==> config.mk <==
export PLATFORM = sky130hd
export DESIGN_NAME = xlat_walker
export DESIGN_NICKNAME = d
export VERILOG_FILES = /design/src/rtl/xlat_pkg.sv /design/src/rtl/xlat_entry_addr.sv /design/src/rtl/xlat_perm_check.sv /design/src/rtl/xlat_flag_update.sv /design/src/rtl/xlat_walker.sv
export SDC_FILE = /design/constraint.sdc
export NUM_CORES = 1
export LEC_CHECK = 0
export BUFFER_PORTS_ARGS = -buffer_cell sky130_fd_sc_hd__buf_4
export CAP_MARGIN = 0
export CORE_UTILIZATION = 55
export DETAILED_ROUTE_END_ITERATION = 6
export PLACE_DENSITY = 0.85
export SYNTH_ARGS = -nofsm -noshare
export SYNTH_HDL_FRONTEND = slang
export SYNTH_SLANG_ARGS = --single-unit
==> constraint.sdc <==
create_clock -name clk -period 3.52 [get_ports clk]
set_clock_uncertainty 0.1 [all_clocks]
set_input_delay 0.176 -clock clk [delete_from_list [all_inputs] [get_ports clk]]
set_output_delay 0.176 -clock clk [all_outputs]
set_load 0.01 [all_outputs]
==> src/rtl/xlat_pkg.sv <==
package xlat_pkg;
  localparam int BIT_P  = 0;
  localparam int BIT_W  = 1;
  localparam int BIT_U  = 2;
  localparam int BIT_WT = 3;
  localparam int BIT_CD = 4;
  localparam int BIT_A  = 5;
  localparam int BIT_D  = 6;
  localparam int PERM_W = 3;  // present, writable, user

  typedef enum logic [2:0] {
    ST_IDLE,
    ST_DIR_RD,
    ST_DIR_WAIT,
    ST_LEAF_RD,
    ST_LEAF_WAIT,
    ST_DIR_WB,
    ST_LEAF_WB
  } walk_st_t;

  typedef enum logic {
    FK_ABSENT = 1'b0,
    FK_PERM   = 1'b1
  } fault_kind_t;
endpackage

==> src/rtl/xlat_entry_addr.sv <==
module xlat_entry_addr #(
  parameter int ADDR_W = 32,
  parameter int OFF_W  = 12,
  parameter int IDX_W  = 10,
  parameter int ENT_LG = 2
) (
  input  logic [ADDR_W-OFF_W-1:0] base_frame,
  input  logic [IDX_W-1:0]        idx,
  output logic [ADDR_W-1:0]       addr
);
  localparam int PAD_W = ADDR_W - IDX_W;

  always_comb begin
    addr = {base_frame, {OFF_W{1'b0}}} + ({{PAD_W{1'b0}}, idx} << ENT_LG);
  end
endmodule

==> src/rtl/xlat_perm_check.sv <==
module xlat_perm_check
  import xlat_pkg::*;
(
  input  logic [PERM_W-1:0] dir_flags,
  input  logic [PERM_W-1:0] leaf_flags,
  input  logic              is_write,
  input  logic              is_user,
  output logic              leaf_absent,
  output logic              perm_violation
);
  logic eff_w;
  logic eff_u;

  always_comb begin
    eff_w          = dir_flags[BIT_W] & leaf_flags[BIT_W];
    eff_u          = dir_flags[BIT_U] & leaf_flags[BIT_U];
    leaf_absent    = ~leaf_flags[BIT_P];
    perm_violation = (is_write & ~eff_w) | (is_user & ~eff_u);
  end
endmodule

==> src/rtl/xlat_flag_update.sv <==
module xlat_flag_update
  import xlat_pkg::*;
#(
  parameter int ENT_W = 32
) (
  input  logic [ENT_W-1:0] entry,
  input  logic             mark_dirty,
  output logic [ENT_W-1:0] updated,
  output logic             changed
);
  logic [ENT_W-1:0] set_mask;

  always_comb begin
    set_mask          = '0;
    set_mask[BIT_A]   = 1'b1;
    set_mask[BIT_D]   = mark_dirty;
    updated           = entry | set_mask;
    changed           = (updated != entry);
  end
endmodule

==> src/rtl/xlat_walker.sv <==
module xlat_walker
  import xlat_pkg::*;
#(
  parameter int IDX_W  = 10,
  parameter int OFF_W  = 12,
  parameter int ENT_LG = 2,
  localparam int ADDR_W  = 2 * IDX_W + OFF_W,
  localparam int FRAME_W = ADDR_W - OFF_W
) (
  input  logic               clk,
  input  logic               rst_n,
  input  logic               req_valid,
  output logic               req_ready,
  input  logic [ADDR_W-1:0]  req_vaddr,
  input  logic               req_write,
  input  logic               req_user,
  input  logic [FRAME_W-1:0] root_frame,
  output logic               mem_req_valid,
  input  logic               mem_req_ready,
  output logic               mem_req_we,
  output logic [ADDR_W-1:0]  mem_req_addr,
  output logic [ADDR_W-1:0]  mem_req_wdata,
  input  logic               mem_rsp_valid,
  input  logic [ADDR_W-1:0]  mem_rsp_rdata,
  output logic               done,
  output logic [ADDR_W-1:0]  paddr,
  output logic               attr_nocache,
  output logic               attr_wthru,
  output logic               fault,
  output logic               fault_kind,
  output logic [ADDR_W-1:0]  fault_vaddr
);
  localparam int DIR_LO  = OFF_W + IDX_W;
  localparam int LEAF_LO = OFF_W;

  walk_st_t          st;
  logic [ADDR_W-1:0] va_q;
  logic              wr_q;
  logic              usr_q;
  logic [ADDR_W-1:0] dir_q;
  logic [ADDR_W-1:0] leaf_q;
  logic              done_q;
  logic              fault_q;
  fault_kind_t       fkind_q;
  logic [ADDR_W-1:0] fva_q;
  logic [ADDR_W-1:0] paddr_q;
  logic              cd_q;
  logic              wt_q;

  logic [ADDR_W-1:0] dir_addr;
  logic [ADDR_W-1:0] leaf_addr;
  logic              leaf_absent;
  logic              perm_bad;
  logic [ADDR_W-1:0] dir_new;
  logic              dir_chg;
  logic [ADDR_W-1:0] leaf_new;
  logic              leaf_chg;

  xlat_entry_addr #(.ADDR_W(ADDR_W), .OFF_W(OFF_W), .IDX_W(IDX_W), .ENT_LG(ENT_LG)) u_dir_addr (
    .base_frame (root_frame),
    .idx        (va_q[DIR_LO +: IDX_W]),
    .addr       (dir_addr)
  );

  xlat_entry_addr #(.ADDR_W(ADDR_W), .OFF_W(OFF_W), .IDX_W(IDX_W), .ENT_LG(ENT_LG)) u_leaf_addr (
    .base_frame (dir_q[ADDR_W-1:OFF_W]),
    .idx        (va_q[LEAF_LO +: IDX_W]),
    .addr       (leaf_addr)
  );

  xlat_perm_check u_perm (
    .dir_flags      (dir_q[PERM_W-1:0]),
    .leaf_flags     (mem_rsp_rdata[PERM_W-1:0]),
    .is_write       (wr_q),
    .is_user        (usr_q),
    .leaf_absent    (leaf_absent),
    .perm_violation (perm_bad)
  );

  xlat_flag_update #(.ENT_W(ADDR_W)) u_dir_upd (
    .entry      (dir_q),
    .mark_dirty (1'b0),
    .updated    (dir_new),
    .changed    (dir_chg)
  );

  xlat_flag_update #(.ENT_W(ADDR_W)) u_leaf_upd (
    .entry      (leaf_q),
    .mark_dirty (wr_q),
    .updated    (leaf_new),
    .changed    (leaf_chg)
  );

  // memory port drive, decoded from state only
  always_comb begin
    mem_req_valid = 1'b0;
    mem_req_we    = 1'b0;
    mem_req_addr  = '0;
    mem_req_wdata = '0;
    unique case (st)
      ST_DIR_RD: begin
        mem_req_valid = 1'b1;
        mem_req_addr  = dir_addr;
      end
      ST_LEAF_RD: begin
        mem_req_valid = 1'b1;
        mem_req_addr  = leaf_addr;
      end
      ST_DIR_WB: begin
        mem_req_valid = dir_chg;
        mem_req_we    = 1'b1;
        mem_req_addr  = dir_addr;
        mem_req_wdata = dir_new;
      end
      ST_LEAF_WB: begin
        mem_req_valid = leaf_chg;
        mem_req_we    = 1'b1;
        mem_req_addr  = leaf_addr;
        mem_req_wdata = leaf_new;
      end
      default: ;
    endcase
  end

  always_ff @(posedge clk) begin
    if (!rst_n) begin
      st      <= ST_IDLE;
      va_q    <= '0;
      wr_q    <= 1'b0;
      usr_q   <= 1'b0;
      dir_q   <= '0;
      leaf_q  <= '0;
      done_q  <= 1'b0;
      fault_q <= 1'b0;
      fkind_q <= FK_ABSENT;
      fva_q   <= '0;
      paddr_q <= '0;
      cd_q    <= 1'b0;
      wt_q    <= 1'b0;
    end else begin
      done_q  <= 1'b0;
      fault_q <= 1'b0;
      unique case (st)
        ST_IDLE: begin
          if (req_valid) begin
            va_q  <= req_vaddr;
            wr_q  <= req_write;
            usr_q <= req_user;
            st    <= ST_DIR_RD;
          end
        end
        ST_DIR_RD: if (mem_req_ready) st <= ST_DIR_WAIT;
        ST_DIR_WAIT: begin
          if (mem_rsp_valid) begin
            dir_q <= mem_rsp_rdata;
            if (!mem_rsp_rdata[BIT_P]) begin
              fault_q <= 1'b1;
              fkind_q <= FK_ABSENT;
              fva_q   <= va_q;
              st      <= ST_IDLE;
            end else begin
              st <= ST_LEAF_RD;
            end
          end
        end
        ST_LEAF_RD: if (mem_req_ready) st <= ST_LEAF_WAIT;
        ST_LEAF_WAIT: begin
          if (mem_rsp_valid) begin
            leaf_q <= mem_rsp_rdata;
            if (leaf_absent || perm_bad) begin
              fault_q <= 1'b1;
              fkind_q <= leaf_absent ? FK_ABSENT : FK_PERM;
              fva_q   <= va_q;
              st      <= ST_IDLE;
            end else begin
              st <= ST_DIR_WB;
            end
          end
        end
        ST_DIR_WB: if (!dir_chg || mem_req_ready) st <= ST_LEAF_WB;
        ST_LEAF_WB: begin
          if (!leaf_chg || mem_req_ready) begin
            done_q  <= 1'b1;
            paddr_q <= {leaf_q[ADDR_W-1:OFF_W], va_q[OFF_W-1:0]};
            cd_q    <= leaf_q[BIT_CD];
            wt_q    <= leaf_q[BIT_WT];
            st      <= ST_IDLE;
          end
        end
        default: st <= ST_IDLE;
      endcase
    end
  end

  assign req_ready    = (st == ST_IDLE);
  assign done         = done_q;
  assign fault        = fault_q;
  assign fault_kind   = fkind_q;
  assign fault_vaddr  = fva_q;
  assign paddr        = paddr_q;
  assign attr_nocache = cd_q;
  assign attr_wthru   = wt_q;

  AST_OUTCOME_EXCL: assert property (@(posedge clk) disable iff (!rst_n) !(done && fault));
  AST_DONE_PULSE: assert property (@(posedge clk) disable iff (!rst_n) done |=> !done);
  AST_FAULT_PULSE: assert property (@(posedge clk) disable iff (!rst_n) fault |=> !fault);
  AST_STALL_HOLD: assert property (@(posedge clk) disable iff (!rst_n)
    mem_req_valid && !mem_req_ready |=> mem_req_valid && $stable(mem_req_addr)
      && $stable(mem_req_we) && $stable(mem_req_wdata));
  AST_IDLE_QUIET: assert property (@(posedge clk) disable iff (!rst_n) req_ready |-> !mem_req_valid);
  AST_WB_FLAGS: assert property (@(posedge clk) disable iff (!rst_n)
    mem_req_valid && mem_req_we |-> mem_req_wdata[BIT_A] && mem_req_wdata[BIT_P]);
  AST_PADDR_OFFSET: assert property (@(posedge clk) disable iff (!rst_n)
    done |-> paddr[OFF_W-1:0] == va_q[OFF_W-1:0]);
endmodule

==> run metrics <==
required time of the critical path about 3.2 ns; initial antenna violation count 0; top achievable clock speed 365 MHz; CP Launch Type flop; share of layout cells above drive strength 1 0.248; R2R Path Start st[2]$_SDFFE_PN0P_; final count of hold timing violations 0; Synth Warn # 0; Residual DRC 0; wire per inst about 17 um; # diodes 0; Placer Congestion between 0.8 and 0.9; Synth cell types 39; Syn Inst Count 861; die span in y 117 um; leakage just over 4 nW; fin util 0.791; CP arrival 2.47 ns; Via-to-Cell Ratio about 5.5; Setup crit end kind primary output; Seq/Total Area, Yosys 0.471; hold depth 4; DRT iter0 DRCs 488; WS Path Type flop to primary output; H-tree depth 4; Worst-Margin Slew 0.988 ns; Worst R2R End fault_vaddr[8]$_SDFFE_PN0P_; CTS max path bufs 2; Max Cap Viol 0; CTS root buf clkbuf_16; RSZ-0062 raised after global routing false; fin nets ~1200; post-layout min period around 2.7 ns; GR Overflow Total 0; I/O Buffers ~220; Max-slew headroom 0.339; worst reg2reg setup slack 1.03 ns; Post-Syn Area roughly 7200 um2; syn_area_per_cell 8.39 um2; Peak VDD IR around 0.29 mV; Worst-path clk slew 0.06 ns; worst-path maximum fanout 17; FF+latch count, synth 170; Slew Limit Fails 0; hold path start mem_req_ready; first-pass GRT wire length 33.3 mm; post-cts resize count 0; Die Area 13600 um2; Final Cell Area between 10000 and 15000 um2; cell depth of the worst flop-to-flop path 5; Hold EP st[0]$_SDFFE_PN0P_; crit share post-route 0.779; total track usage 0.325; final setup fails 0; Clk Latency, worst-skew pair 0.43 ns; CTS tree built; dpl cell area 8840 um2; Final ANT Viol Nets 0; die width roughly 120 um; Power Dens Cells around 440 nW/um2; area grow syn2layout 39.4%; Fin Setup TNS 0 ns; # clock sinks 170; Top Ports around 230; Post-synth EDFFs 0; status finished, final reports clean; row cnt just over 40; Hold WC Path Type primary input to flop; TritonRoute pass-1 iters 5; TritonCTS Buffers 17; hpwl dp about 14 mm; WL final roughly 22 mm; share of synthesized registers carrying an async set or reset 0; vias in the first global route roughly 6500; largest net degree at the start of global routing 99; Core Area roughly 13000 um2; total number of vias 7059; Main synth FF type dfxtp_1; Initial Utilization 0.568
[critical path, cell delays in order, from the launching register on]
cell	delay (ns)
dfxtp_1	0.59
inv_1	0.15
nor2_2	0.61
buf_4	0.36
a22o_1	0.20
buf_4	0.12
[power breakdown]
group	leakage, nW	total (mW)	internal [mW]	switching (mW)
logic	2.39	0.553	0.275	0.278
clock network	0.277	1.82	1.06	0.763
registers	1.38	2.04	1.98	0.0605
[synth_stat cells, types with 2 or more instances]
master,instances,area share
nand2_1,339,0.18
dfxtp_1,170,0.47
a21boi_0,130,0.14
a22o_1,61,0.074
clkbuf_1,41,0.021
a21boi_1,38,0.039
buf_2,12,0.0083
buf_4,12,0.012
buf_6,8,0.012
nor2_1,6,0.0031
o21ai_0,6,0.0042
a21oi_1,4,0.0028
inv_1,4,0.0021
and2_1,2,0.0017
and3_1,2,0.0017
and4bb_1,2,0.0035
nor2b_1,2,0.0017
[routing by layer]
layer,vias up,share of wire,GRT usage
li1,3362,-,-
met3,52,0.093,0.0913
met1,3296,0.39,0.373
met4,0,0.032,0.143
met2,349,0.49,0.565
met5,-,0,0
[state kept, by name, summed over array words and instances, names as in the netlist, 3 cells and up]
signal / count
paddr: 32
fault_vaddr: 32
va_q: 32
dir_q: 32
st: 3
leaf_q: 32
[worst max-delay path by stage]
| stage | slack (ns) | startpoint | endpoint | cells past startpoint |
|---|---|---|---|---|
| 2_1_floorplan | 1.97 | st[1]$_SDFFE_PN0P_ | mem_req_wdata[5] | 6 |
| 3_3_place_gp | 1.23 | st[2]$_SDFFE_PN0P_ | fault_vaddr[0]$_SDFFE_PN0P_ | 5 |
| 3_5_place_dp | 1.14 | st[2]$_SDFFE_PN0P_ | fault_vaddr[0]$_SDFFE_PN0P_ | 5 |
| 4_1_cts | 0.82 | st[0]$_SDFFE_PN0P_ | mem_req_addr[12] | 5 |
| 5_1_grt | 0.69 | st[0]$_SDFFE_PN0P_ | mem_req_addr[18] | 5 |
| 6_report | 0.78 | st[0]$_SDFFE_PN0P_ | mem_req_addr[16] | 5 |
[cell usage in the layout, fill, tap and decap left out, drive strengths merged]
cell / netlist / layout
and3b: 1 / 1
o21ai: 7 / 7
a21oi: 4 / 4
a31o: 1 / 1
a21o: 1 / 1
a32oi: 1 / 1
a22o: 61 / 61
a21boi: 168 / 168
bufinv: 0 / 2
and3: 2 / 2
and2: 2 / 2
clkinvlp: 0 / 2
or2: 1 / 1
xnor2: 1 / 1
conb: 1 / 2
and4bb: 2 / 2
nand2: 340 / 340
and2b: 2 / 2
dfxtp: 170 / 170
inv: 4 / 5
nand3b: 1 / 1
nor2: 7 / 7
clkinv: 0 / 6
nor2b: 2 / 2
nand4bb: 1 / 1
o21a: 1 / 1
a22oi: 1 / 1
clkbuf: 41 / 21
nor3: 1 / 1
or3b: 1 / 1
a2111oi: 1 / 1
buf: 33 / 237
dlygate4sd3: 0 / 66
o22a: 1 / 1
o22ai: 1 / 1
[layout make-up]
cell class              count  area (um2)
repair buffers            303        2440
fillers                   884        2650
multi-input cells         614        3420
well taps                 172         215
clock inverters            11         121
flip-flops and latches    170        3400
clock buffers              21         450
inverters                   4        15.0
[metrics by stage]
stage               hold WS [ns]  setup slack [ns]  power, mW  std cells
detailed placement         0.335              1.14       2.56       1197
global route              0.0627             0.692       4.57       1295
finish                    0.0357             0.778       4.42       1295
global placement           0.331              1.23       2.56       1197
floorplan                  0.211              1.97       2.35        862
CTS                       0.0316             0.815       4.42       1295
[repair_timing]
action	in CTS	in global routing
hold endpoints to repair	99	0
hold buffers	66	0
setup buffers	0	0
setup endpoints to repair	0	0
[cell families (layout without fill, tap and decap cells)]
family | after synthesis | in the layout | share of synthesized area
AO/OA/AOI/OAI | 248 | 248 | 0.269
buffers and inverters | 78 | 339 | 0.0572
XOR/XNOR | 1 | 1 | 0.00121
other | 1 | 2 | 0.000519
flip-flops | 170 | 170 | 0.471
AND/OR/NAND/NOR | 363 | 363 | 0.201
(Power assumes the default switching activity.)
